--- src/rtl/acc_alu_pkg.sv ---
package acc_alu_pkg;
    localparam int DW    = 8;
    localparam int AW    = 6;
    localparam int IW    = 13;
    localparam int NIB   = DW / 2;
    localparam int BW    = $clog2(DW);
    localparam int OPW   = IW - 1 - AW;

    typedef enum logic [4:0] {
        OP_NOP, OP_PASS_A, OP_ZERO, OP_SUB, OP_DEC, OP_OR, OP_AND, OP_XOR,
        OP_ADD, OP_PASS_B, OP_COM, OP_INC, OP_DECSKIP, OP_INCSKIP, OP_RRC,
        OP_RLC, OP_SWAP, OP_BCLR, OP_BSET, OP_BTST0, OP_BTST1
    } op_e;

    typedef struct packed {
        op_e  op;
        logic use_lit;
        logic to_reg;
        logic wr;
        logic z_en;
        logic c_en;
        logic dc_en;
    } ctl_t;
endpackage

--- src/rtl/acc_decode.sv ---
module acc_decode
    import acc_alu_pkg::*;
(
    input  logic [IW-1:0] instr,
    output ctl_t          ctl,
    output logic [BW-1:0] bsel,
    output logic [DW-1:0] lit
);
    logic [OPW-1:0] op6;
    logic [3:0]     lop;

    assign op6  = instr[IW-2:AW];
    assign lop  = instr[IW-2:IW-5];
    assign bsel = instr[AW+BW-1:AW];
    assign lit  = instr[DW-1:0];

    always_comb begin
        ctl = '0;
        ctl.op = OP_NOP;
        if (!instr[IW-1]) begin
            ctl.to_reg = op6[0];
            if (op6[OPW-1]) begin
                unique case (op6[OPW-2:OPW-3])
                    2'b00: begin ctl.op = OP_BCLR;  ctl.wr = 1'b1; ctl.to_reg = 1'b1; end
                    2'b01: begin ctl.op = OP_BSET;  ctl.wr = 1'b1; ctl.to_reg = 1'b1; end
                    2'b10: begin ctl.op = OP_BTST0; ctl.to_reg = 1'b0; end
                    2'b11: begin ctl.op = OP_BTST1; ctl.to_reg = 1'b0; end
                endcase
            end else begin
                unique case (op6[4:1])
                    4'd0: if (op6[0]) begin ctl.op = OP_PASS_A; ctl.wr = 1'b1; end
                    4'd1: if (op6[0] || instr[AW-1:0] == '0) begin
                              ctl.op = OP_ZERO; ctl.wr = 1'b1; ctl.z_en = 1'b1;
                          end
                    4'd2: begin ctl.op = OP_SUB; ctl.wr = 1'b1;
                                ctl.z_en = 1'b1; ctl.c_en = 1'b1; ctl.dc_en = 1'b1; end
                    4'd3: begin ctl.op = OP_DEC;     ctl.wr = 1'b1; ctl.z_en = 1'b1; end
                    4'd4: begin ctl.op = OP_OR;      ctl.wr = 1'b1; ctl.z_en = 1'b1; end
                    4'd5: begin ctl.op = OP_AND;     ctl.wr = 1'b1; ctl.z_en = 1'b1; end
                    4'd6: begin ctl.op = OP_XOR;     ctl.wr = 1'b1; ctl.z_en = 1'b1; end
                    4'd7: begin ctl.op = OP_ADD; ctl.wr = 1'b1;
                                ctl.z_en = 1'b1; ctl.c_en = 1'b1; ctl.dc_en = 1'b1; end
                    4'd8: begin ctl.op = OP_PASS_B;  ctl.wr = 1'b1; ctl.z_en = 1'b1; end
                    4'd9: begin ctl.op = OP_COM;     ctl.wr = 1'b1; ctl.z_en = 1'b1; end
                    4'd10: begin ctl.op = OP_INC;    ctl.wr = 1'b1; ctl.z_en = 1'b1; end
                    4'd11: begin ctl.op = OP_DECSKIP; ctl.wr = 1'b1; end
                    4'd12: begin ctl.op = OP_RRC;    ctl.wr = 1'b1; ctl.c_en = 1'b1; end
                    4'd13: begin ctl.op = OP_RLC;    ctl.wr = 1'b1; ctl.c_en = 1'b1; end
                    4'd14: begin ctl.op = OP_SWAP;   ctl.wr = 1'b1; end
                    4'd15: begin ctl.op = OP_INCSKIP; ctl.wr = 1'b1; end
                endcase
            end
        end else begin
            ctl.use_lit = 1'b1;
            unique case (lop)
                4'b1000: begin ctl.op = OP_PASS_B; ctl.wr = 1'b1; end
                4'b1001: begin ctl.op = OP_OR;  ctl.wr = 1'b1; ctl.z_en = 1'b1; end
                4'b1010: begin ctl.op = OP_AND; ctl.wr = 1'b1; ctl.z_en = 1'b1; end
                4'b1011: begin ctl.op = OP_XOR; ctl.wr = 1'b1; ctl.z_en = 1'b1; end
                4'b1101: begin ctl.op = OP_SUB; ctl.wr = 1'b1;
                               ctl.z_en = 1'b1; ctl.c_en = 1'b1; ctl.dc_en = 1'b1; end
                4'b1111: begin ctl.op = OP_ADD; ctl.wr = 1'b1;
                               ctl.z_en = 1'b1; ctl.c_en = 1'b1; ctl.dc_en = 1'b1; end
                default: ;
            endcase
        end
    end
endmodule

--- src/rtl/acc_exec.sv ---
module acc_exec
    import acc_alu_pkg::*;
(
    input  op_e           op,
    input  logic [DW-1:0] a,
    input  logic [DW-1:0] b,
    input  logic          cin,
    input  logic [BW-1:0] bsel,
    output logic [DW-1:0] res,
    output logic          z,
    output logic          c,
    output logic          dc,
    output logic          skip
);
    logic [DW:0]     sum, diff;
    logic [NIB:0]    hsum, hdiff;
    logic [DW-1:0]   mask;

    assign sum   = {1'b0, a} + {1'b0, b};
    assign diff  = {1'b0, b} - {1'b0, a};
    assign hsum  = {1'b0, a[NIB-1:0]} + {1'b0, b[NIB-1:0]};
    assign hdiff = {1'b0, b[NIB-1:0]} - {1'b0, a[NIB-1:0]};

    always_comb begin
        for (int i = 0; i < DW; i++) mask[i] = (bsel == i[BW-1:0]);
    end

    always_comb begin
        res  = '0;
        c    = cin;
        dc   = 1'b0;
        skip = 1'b0;
        unique case (op)
            OP_PASS_A:  res = a;
            OP_SUB:     begin res = diff[DW-1:0]; c = ~diff[DW]; dc = ~hdiff[NIB]; end
            OP_ADD:     begin res = sum[DW-1:0];  c = sum[DW];   dc = hsum[NIB];   end
            OP_DEC:     res = b - 1'b1;
            OP_INC:     res = b + 1'b1;
            OP_OR:      res = a | b;
            OP_AND:     res = a & b;
            OP_XOR:     res = a ^ b;
            OP_PASS_B:  res = b;
            OP_COM:     res = ~b;
            OP_DECSKIP: begin res = b - 1'b1; skip = (res == '0); end
            OP_INCSKIP: begin res = b + 1'b1; skip = (res == '0); end
            OP_RRC:     begin res = {cin, b[DW-1:1]}; c = b[0]; end
            OP_RLC:     begin res = {b[DW-2:0], cin}; c = b[DW-1]; end
            OP_SWAP:    res = {b[NIB-1:0], b[DW-1:NIB]};
            OP_BCLR:    res = b & ~mask;
            OP_BSET:    res = b | mask;
            OP_BTST0:   skip = ((b & mask) == '0);
            OP_BTST1:   skip = ((b & mask) != '0);
            default:    res = '0;
        endcase
        z = (res == '0);
    end

    always_comb begin
        AST_SKIP_ON_ZERO: assert (!(skip && (op == OP_DECSKIP || op == OP_INCSKIP)) || res == '0)
            else $error("skip with nonzero result");
    end
endmodule

--- src/rtl/acc_alu_core.sv ---
module acc_alu_core
    import acc_alu_pkg::*;
(
    input  logic [IW-1:0] instr,
    input  logic [DW-1:0] acc_in,
    input  logic [DW-1:0] reg_in,
    input  logic          carry_in,
    output logic [AW-1:0] reg_addr,
    output logic [DW-1:0] result,
    output logic          dest_reg,
    output logic          acc_we,
    output logic          reg_we,
    output logic          z_out,
    output logic          z_we,
    output logic          c_out,
    output logic          c_we,
    output logic          dc_out,
    output logic          dc_we,
    output logic          skip
);
    ctl_t          ctl;
    logic [BW-1:0] bsel;
    logic [DW-1:0] lit, opnd_b, res;
    logic          z_r, c_r, dc_r, skip_r;

    acc_decode u_dec (.instr(instr), .ctl(ctl), .bsel(bsel), .lit(lit));

    assign opnd_b = ctl.use_lit ? lit : reg_in;

    acc_exec u_exe (
        .op(ctl.op), .a(acc_in), .b(opnd_b), .cin(carry_in), .bsel(bsel),
        .res(res), .z(z_r), .c(c_r), .dc(dc_r), .skip(skip_r)
    );

    assign reg_addr = instr[AW-1:0];
    assign result   = ctl.wr ? res : '0;
    assign dest_reg = ctl.to_reg;
    assign acc_we   = ctl.wr & ~ctl.to_reg;
    assign reg_we   = ctl.wr &  ctl.to_reg;
    assign z_we     = ctl.z_en;
    assign c_we     = ctl.c_en;
    assign dc_we    = ctl.dc_en;
    assign z_out    = ctl.z_en & z_r;
    assign c_out    = ctl.c_en ? c_r : carry_in;
    assign dc_out   = ctl.dc_en & dc_r;
    assign skip     = skip_r;

    always_comb begin
        AST_ONE_DEST: assert (!(acc_we && reg_we))
            else $error("both write strobes high");
        AST_SKIP_NO_FLAGS: assert (!skip || !(z_we || c_we || dc_we))
            else $error("skip with flag update");
        AST_TEST_NO_WRITE: assert (!(skip && !acc_we && !reg_we) || instr[IW-1:IW-3] == 3'b011)
            else $error("writeless skip from non bit-test");
        AST_C_HOLD: assert (c_we || c_out == carry_in)
            else $error("carry changed without enable");
        AST_Z_MATCH: assert (!z_we || z_out == (result == '0))
            else $error("Z does not reflect result");
    end
endmodule

--- config.mk ---
export PLATFORM = sky130hd
export DESIGN_NAME = acc_alu_core
export DESIGN_NICKNAME = d
export VERILOG_FILES = /design/src/rtl/acc_alu_pkg.sv /design/src/rtl/acc_decode.sv /design/src/rtl/acc_exec.sv /design/src/rtl/acc_alu_core.sv
export SDC_FILE = /design/constraint.sdc
export NUM_CORES = 1
export LEC_CHECK = 0
export ABC_AREA = 1
export CORE_MARGIN = 5
export CORE_UTILIZATION = 38
export DETAILED_ROUTE_END_ITERATION = 7
export PLACE_DENSITY = 0.72
export SLEW_MARGIN = 20
export SYNTH_ARGS = -nofsm -noshare
export SYNTH_HDL_FRONTEND = slang
export SYNTH_SLANG_ARGS = --single-unit
--- constraint.sdc ---
create_clock -name vclk -period 2.7
set_clock_uncertainty 0.1 [all_clocks]
set_input_delay 0.27 -clock vclk [all_inputs]
set_output_delay 0.27 -clock vclk [all_outputs]
set_load 0.05 [all_outputs]
==> impl_results.md, run 1 <==
* Pwr/cell area at ~260 nW/um^2
* Ant diodes at 0
* Die area at ~11000 um^2
* Number of fill cells at around 470
* Layout cells sized above 1 at 0.545
* Hold Slack at between 1 and 1.5 ns
* Core box area at 8300 um^2
* F_max at about 0.3 GHz
* Most common library cells after synthesis: 191 x nand2_1, 85 x nor2_1, 73 x inv_1
* Worst setup EP type: output pin
* Kind of critical path: primary input to output pin
* Final Critical Period at 3.32 ns
* RSZ-0062 raised after global routing: true
* Routed vias/inst at approximately 5.7
* Distinct cells, synth at 46
* Setup WS pre-CTS at -1.18 ns
* P_leak at about 3.6 nW
* Antenna-violating nets left at 0
* Global Route Usage Sum at 0.333
* Final WL at slightly below 20000 um
* Initial antenna violation count at 0
* Crit path arrival time at ~3.0 ns
* Die width at 103 um
* First-pass GRT wire length at 27700 um
* Starting density of the core at 0.394
* Footprint of the multi-input gates at approximately 3800 um^2
* WL per Instance at about 20 um
* Ports at 54
* Worst-Margin Slew at between 0.4 and 0.5 ns
* Tcrit/Tclk final at 1.23
* Die height at about 100 um
* Nets at 969
* Area growth syn-to-layout at 116%
* Post-synth net total at between 600 and 700
* Clk_buf instances at 0
* Gpl congestion at around 1.0
* Post-synth top area share at 0.219
* Power consumption at around 0.0018 W
* Hold Violations, Final at 0
* Max cap viols at 0
* Post-Synthesis Cells at 630
* Sequential cell area at 0 um^2
* CP Data Required Time at roughly 2.3 ns
* Netlist Area Pre-Place at 3270 um^2
* Rel. slew slack at 0.667
* PortBufs at 54
* Number of sequential cells at 0
* Post-route DRC violation count at 0
* Failing checks: setup timing
* Hold Crit Class: primary input to output pin
* Outcome: complete, but fails checks
* Area leader, netlist: nand2_1
* Count leader, synth: nand2_1
* Largest net degree at the start of global routing at 11
* Slew Viols, Final at 0
* Worst hold stages at 5
* TritonRoute pass-1 iters at 6
* Critical Path Start Type: primary input
* Critical-path maximum fanout at 6
* Mean Syn Cell Area at approximately 5.2 um^2
* Sequential area share after synthesis at 0
* Area contributors post-synth: nand2_1 22%, nor2_1 9.7%, nand3_1 9.6%
* Final setup vio count at 11
* Dpl hpwl at about 13000 um
* DRT iter0 DRCs at a little under 700
* Row count at 33
* Worst-case vdd ir drop at around 0.23 mV
* Vias in the first global route at roughly 5.5k
* GRT overflow at 0
* Setup ws final at -0.621 ns
* Via count at slightly below 6k
* Ys Warns at 0
layout by cell type, fill, tap and decap left out, types with 8 or more instances in the layout:
cell | Yosys | final
inv_2 | 15 | 23
nand4_1 | 11 | 11
ha_4 | 0 | 12
o21ai_2 | 6 | 9
nand3_2 | 3 | 15
nand3_1 | 63 | 50
buf_6 | 3 | 33
a21oi_2 | 1 | 11
nand2_4 | 4 | 21
buf_4 | 10 | 204
xor2_1 | 16 | 13
ha_1 | 25 | 12
buf_12 | 0 | 24
o21ai_0 | 21 | 10
nor2_4 | 2 | 20
inv_4 | 1 | 8
nor2_1 | 85 | 49
a21oi_1 | 22 | 9
o21ai_1 | 6 | 9
nand2_1 | 191 | 157
nand2_2 | 9 | 22
clkdlybuf4s50_1 | 0 | 13
inv_1 | 73 | 53
nor2_2 | 9 | 27
logic make-up (layout without fill, tap and decap cells):
| family | Yosys count | after routing | share of synthesized area |
|---|---|---|---|
| simple gates | 391 | 391 | 0.531 |
| buf+inv | 110 | 390 | 0.150 |
| fa+ha+maj | 27 | 27 | 0.108 |
| compound gates | 82 | 82 | 0.158 |
| xor+xnor | 20 | 20 | 0.0535 |
where the power goes:
group | switching [W] | internal [W] | total [W]
Combinational | 0.000985 | 0.000823 | 0.00181
Sequential | 0 | 0 | 0
Clock | 0 | 0 | 0
cell type report:
cell class / count / area share
multi-input combinational: 520 / 0.533
timing repair buffer: 298 / 0.389
inverter: 92 / 0.0590
tap: 105 / 0.0186
repair_timing:
item,in CTS,in global routing
gates resized for setup,227,106
endpoints found under the setup margin,14,14
pin swaps,84,85
buffers inserted,40,31
hold buffers,0,0
worst paths after layout:
| path | startpoint | end | slack, ns |
|---|---|---|---|
| setup / recovery | instr[9] | z_out | -0.62 |
| hold / removal | instr[10] | dc_we | 1.06 |
per-stage QoR:
| stage | util | cell area, um^2 | instances | TNS, ns |
|---|---|---|---|---|
| after global routing | 0.851 | 7060 | 1015 | -5.48 |
| after global placement | 0.673 | 5590 | 952 | -11.51 |
| after floorplan | - | 3480 | 630 | -0.857 |
| final | 0.851 | 7060 | 1015 | -4.53 |
| after CTS | 0.788 | 6540 | 992 | -3.25 |
| after detailed placement | 0.673 | 5590 | 952 | -11.86 |
critical path: stages:
cell	delay (ns)
buf_8	0.10
buf_6	0.12
ha_4	0.19
nor2_4	0.11
nor2_2	0.06
a21oi_2	0.13
nand2_2	0.10
nand2_2	0.09
nand2_4	0.09
nor2_4	0.33
nand2_4	0.17
nand2_1	0.18
a21oi_1	0.15
nor2_2	0.18
nand3_1	0.14
nor2_1	0.14
nand2_1	0.11
nor2_4	0.12
buf_12	0.14
metal layers:
layer	up-vias	global-route usage	part of all wire
li1	2587	-	-
met1	2689	0.431	0.37
met2	417	0.565	0.47
met4	0	0.144	0.066
met5	-	0	0
met3	123	0.0291	0.10
(Power assumes the default switching activity.)
==> run 2, diff against run 1 <==
--- a/config.mk
+++ b/config.mk
@@ -9,8 +9,9 @@
 export CORE_MARGIN = 5
 export CORE_UTILIZATION = 38
 export DETAILED_ROUTE_END_ITERATION = 7
+export GPL_TIMING_DRIVEN = 0
 export PLACE_DENSITY = 0.72
-export SLEW_MARGIN = 20
+export SLEW_MARGIN = 40
 export SYNTH_ARGS = -nofsm -noshare
 export SYNTH_HDL_FRONTEND = slang
 export SYNTH_SLANG_ARGS = --single-unit
==> impl_results.md, run 2 (synthesis results as in run 1) <==
* Design area at between 5000 and 6000 um^2
* Final WL at roughly 15000 um
* Area growth syn-to-layout at 70.5%
* Max cap viols at 0
* Crit path arrival time at between 2 and 3 ns
* Routed vias/inst at between 5 and 6
* Ant diodes at 0
* Nets at between 800 and 900
* Final Critical Period at 3.32 ns
* Via count at 4908
* Post-route DRC violation count at 0
* Worst-case vdd ir drop at 0.182 mV
* F_max at 0.301 GHz
* CP Data Required Time at approximately 2.3 ns
* Placed Instances at just under 800
* TritonRoute pass-1 iters at 7
* Vias in the first global route at around 4.7k
* Most common cell after layout, fill and taps aside: nand2_1
* Failing checks: setup timing
* Ports at 54
* Rel. slew slack at 0.660
* Slew Viols, Final at 0
* Row count at 33
* Hold Crit Class: primary input to output pin
* Hold Violations, Final at 0
* Gpl congestion at between 1 and 1.5
* DRT iter0 DRCs at 434
* Hold-fix buffers at CTS at 0
* Fin cells at between 800 and 900
* Sequential cell area at 0 um^2
* GRT overflow at 0
* Pwr/cell area at approximately 250 nW/um^2
* Outcome: complete, but fails checks
* Final setup vio count at 11
* Worst setup startpoint: instr[12]
* Layout cells sized above 1 at 0.425
* Die height at between 100 and 150 um
* Dpl hpwl at 10800 um
* Global Route Usage Sum at 0.282
* Number of sequential cells at 0
* Critical-path maximum fanout at 7
* WL per Instance at 17.6 um
* Setup ws final at -0.618 ns
* Tcrit/Tclk final at 1.23
* Antenna-violating nets left at 0
* Crit path to: z_out
* Critical Path Start Type: primary input
* Kind of critical path: primary input to output pin
* Die width at roughly 100 um
* RSZ-0062 raised after global routing: true
* Largest net degree at the start of global routing at 12
* Number of fill cells at approximately 720
* Worst-Margin Slew at 0.509 ns
* P_leak at about 2.7 nW
* Starting density of the core at 0.394
* PortBufs at 53
* First-pass GRT wire length at 23700 um
* Initial antenna violation count at 0
* Clk_buf instances at 0
* Core box area at about 8300 um^2
* Worst setup EP type: output pin
* Setup TNS at -3.58 ns
* Cell Area, Placed at 4140 um^2
* Die area at between 10000 and 15000 um^2
* Most frequent cells in the layout: 155 x nand2_1, 76 x buf_4, 59 x nor2_1, 55 x inv_1, 51 x nand3_1
## run 2: power by group
group	internal (W)	switching (W)	leakage [nW]
combinational	0.000538	0.000831	2.69
clock	0	0	0
sequential	0	0	0
total	0.000538	0.000831	2.69
## run 2: worst max-delay path: stages
cell and delay (ns):
buf_12 0.12, buf_12 0.13, o21ai_4 0.15, clkinvlp_4 0.17, ha_4 0.32, clkinvlp_4 0.13
buf_4 0.15, nand2_1 0.06, nand2_2 0.09, nand2_2 0.07, nand3_2 0.09, xor2_1 0.16
inv_1 0.05, nand2_1 0.06, nand2_1 0.05, inv_1 0.05, nand2_1 0.05, nor2_2 0.14
nand3_2 0.10, nor2_4 0.12, nand3_4 0.12, nor2_4 0.13, buf_8 0.15
## run 2: layer usage
layer	vias up	wire, um	track usage	part of all wire
li1	2310	-	-	-
met1	2280	6230	0.365	0.41
met2	254	7050	0.486	0.46
met3	64	1420	0.0419	0.093
met4	0	656	0.0807	0.043
met5	-	0	0	0
## run 2: cell type report
type                       count  area (um^2)  area share
buffer                        17          166      0.0298
multi-input combinational    521         3620       0.648
timing repair buffer         135         1250       0.225
tap                          105          131      0.0235
inverter                      92          413      0.0740
## run 2: through the flow
stage | utilization | hold WS [ns] | total power (W) | setup slack [ns]
global route | 0.673 | 1.05 | 0.00146 | -0.761
floorplan | - | 0.607 | 0.000693 | -0.266
CTS | 0.632 | 1.17 | 0.00124 | -0.565
detailed placement | 0.499 | 1.61 | 0.000976 | -2.36
global placement | 0.499 | 1.61 | 0.000970 | -2.33
finish | 0.673 | 1.02 | 0.00137 | -0.618
## run 2: worst min-delay path by stage
stage | startpoint | endpoint | slack (ns) | cells after the start
floorplan | instr[0] | reg_addr[0] | 0.61 | 1
global placement | instr[7] | dc_we | 1.61 | 6
detailed placement | instr[7] | dc_we | 1.61 | 6
CTS | instr[10] | c_out | 1.17 | 6
global route | instr[12] | reg_we | 1.05 | 5
finish | instr[12] | reg_we | 1.02 | 5
## run 2: what timing repair did
item / in CTS / in global routing
pin swaps: 63 / 46
buffers inserted: 64 / 18
gates resized for setup: 297 / 68
cloned: 2 / 0
setup endpoints to repair: 18 / 15
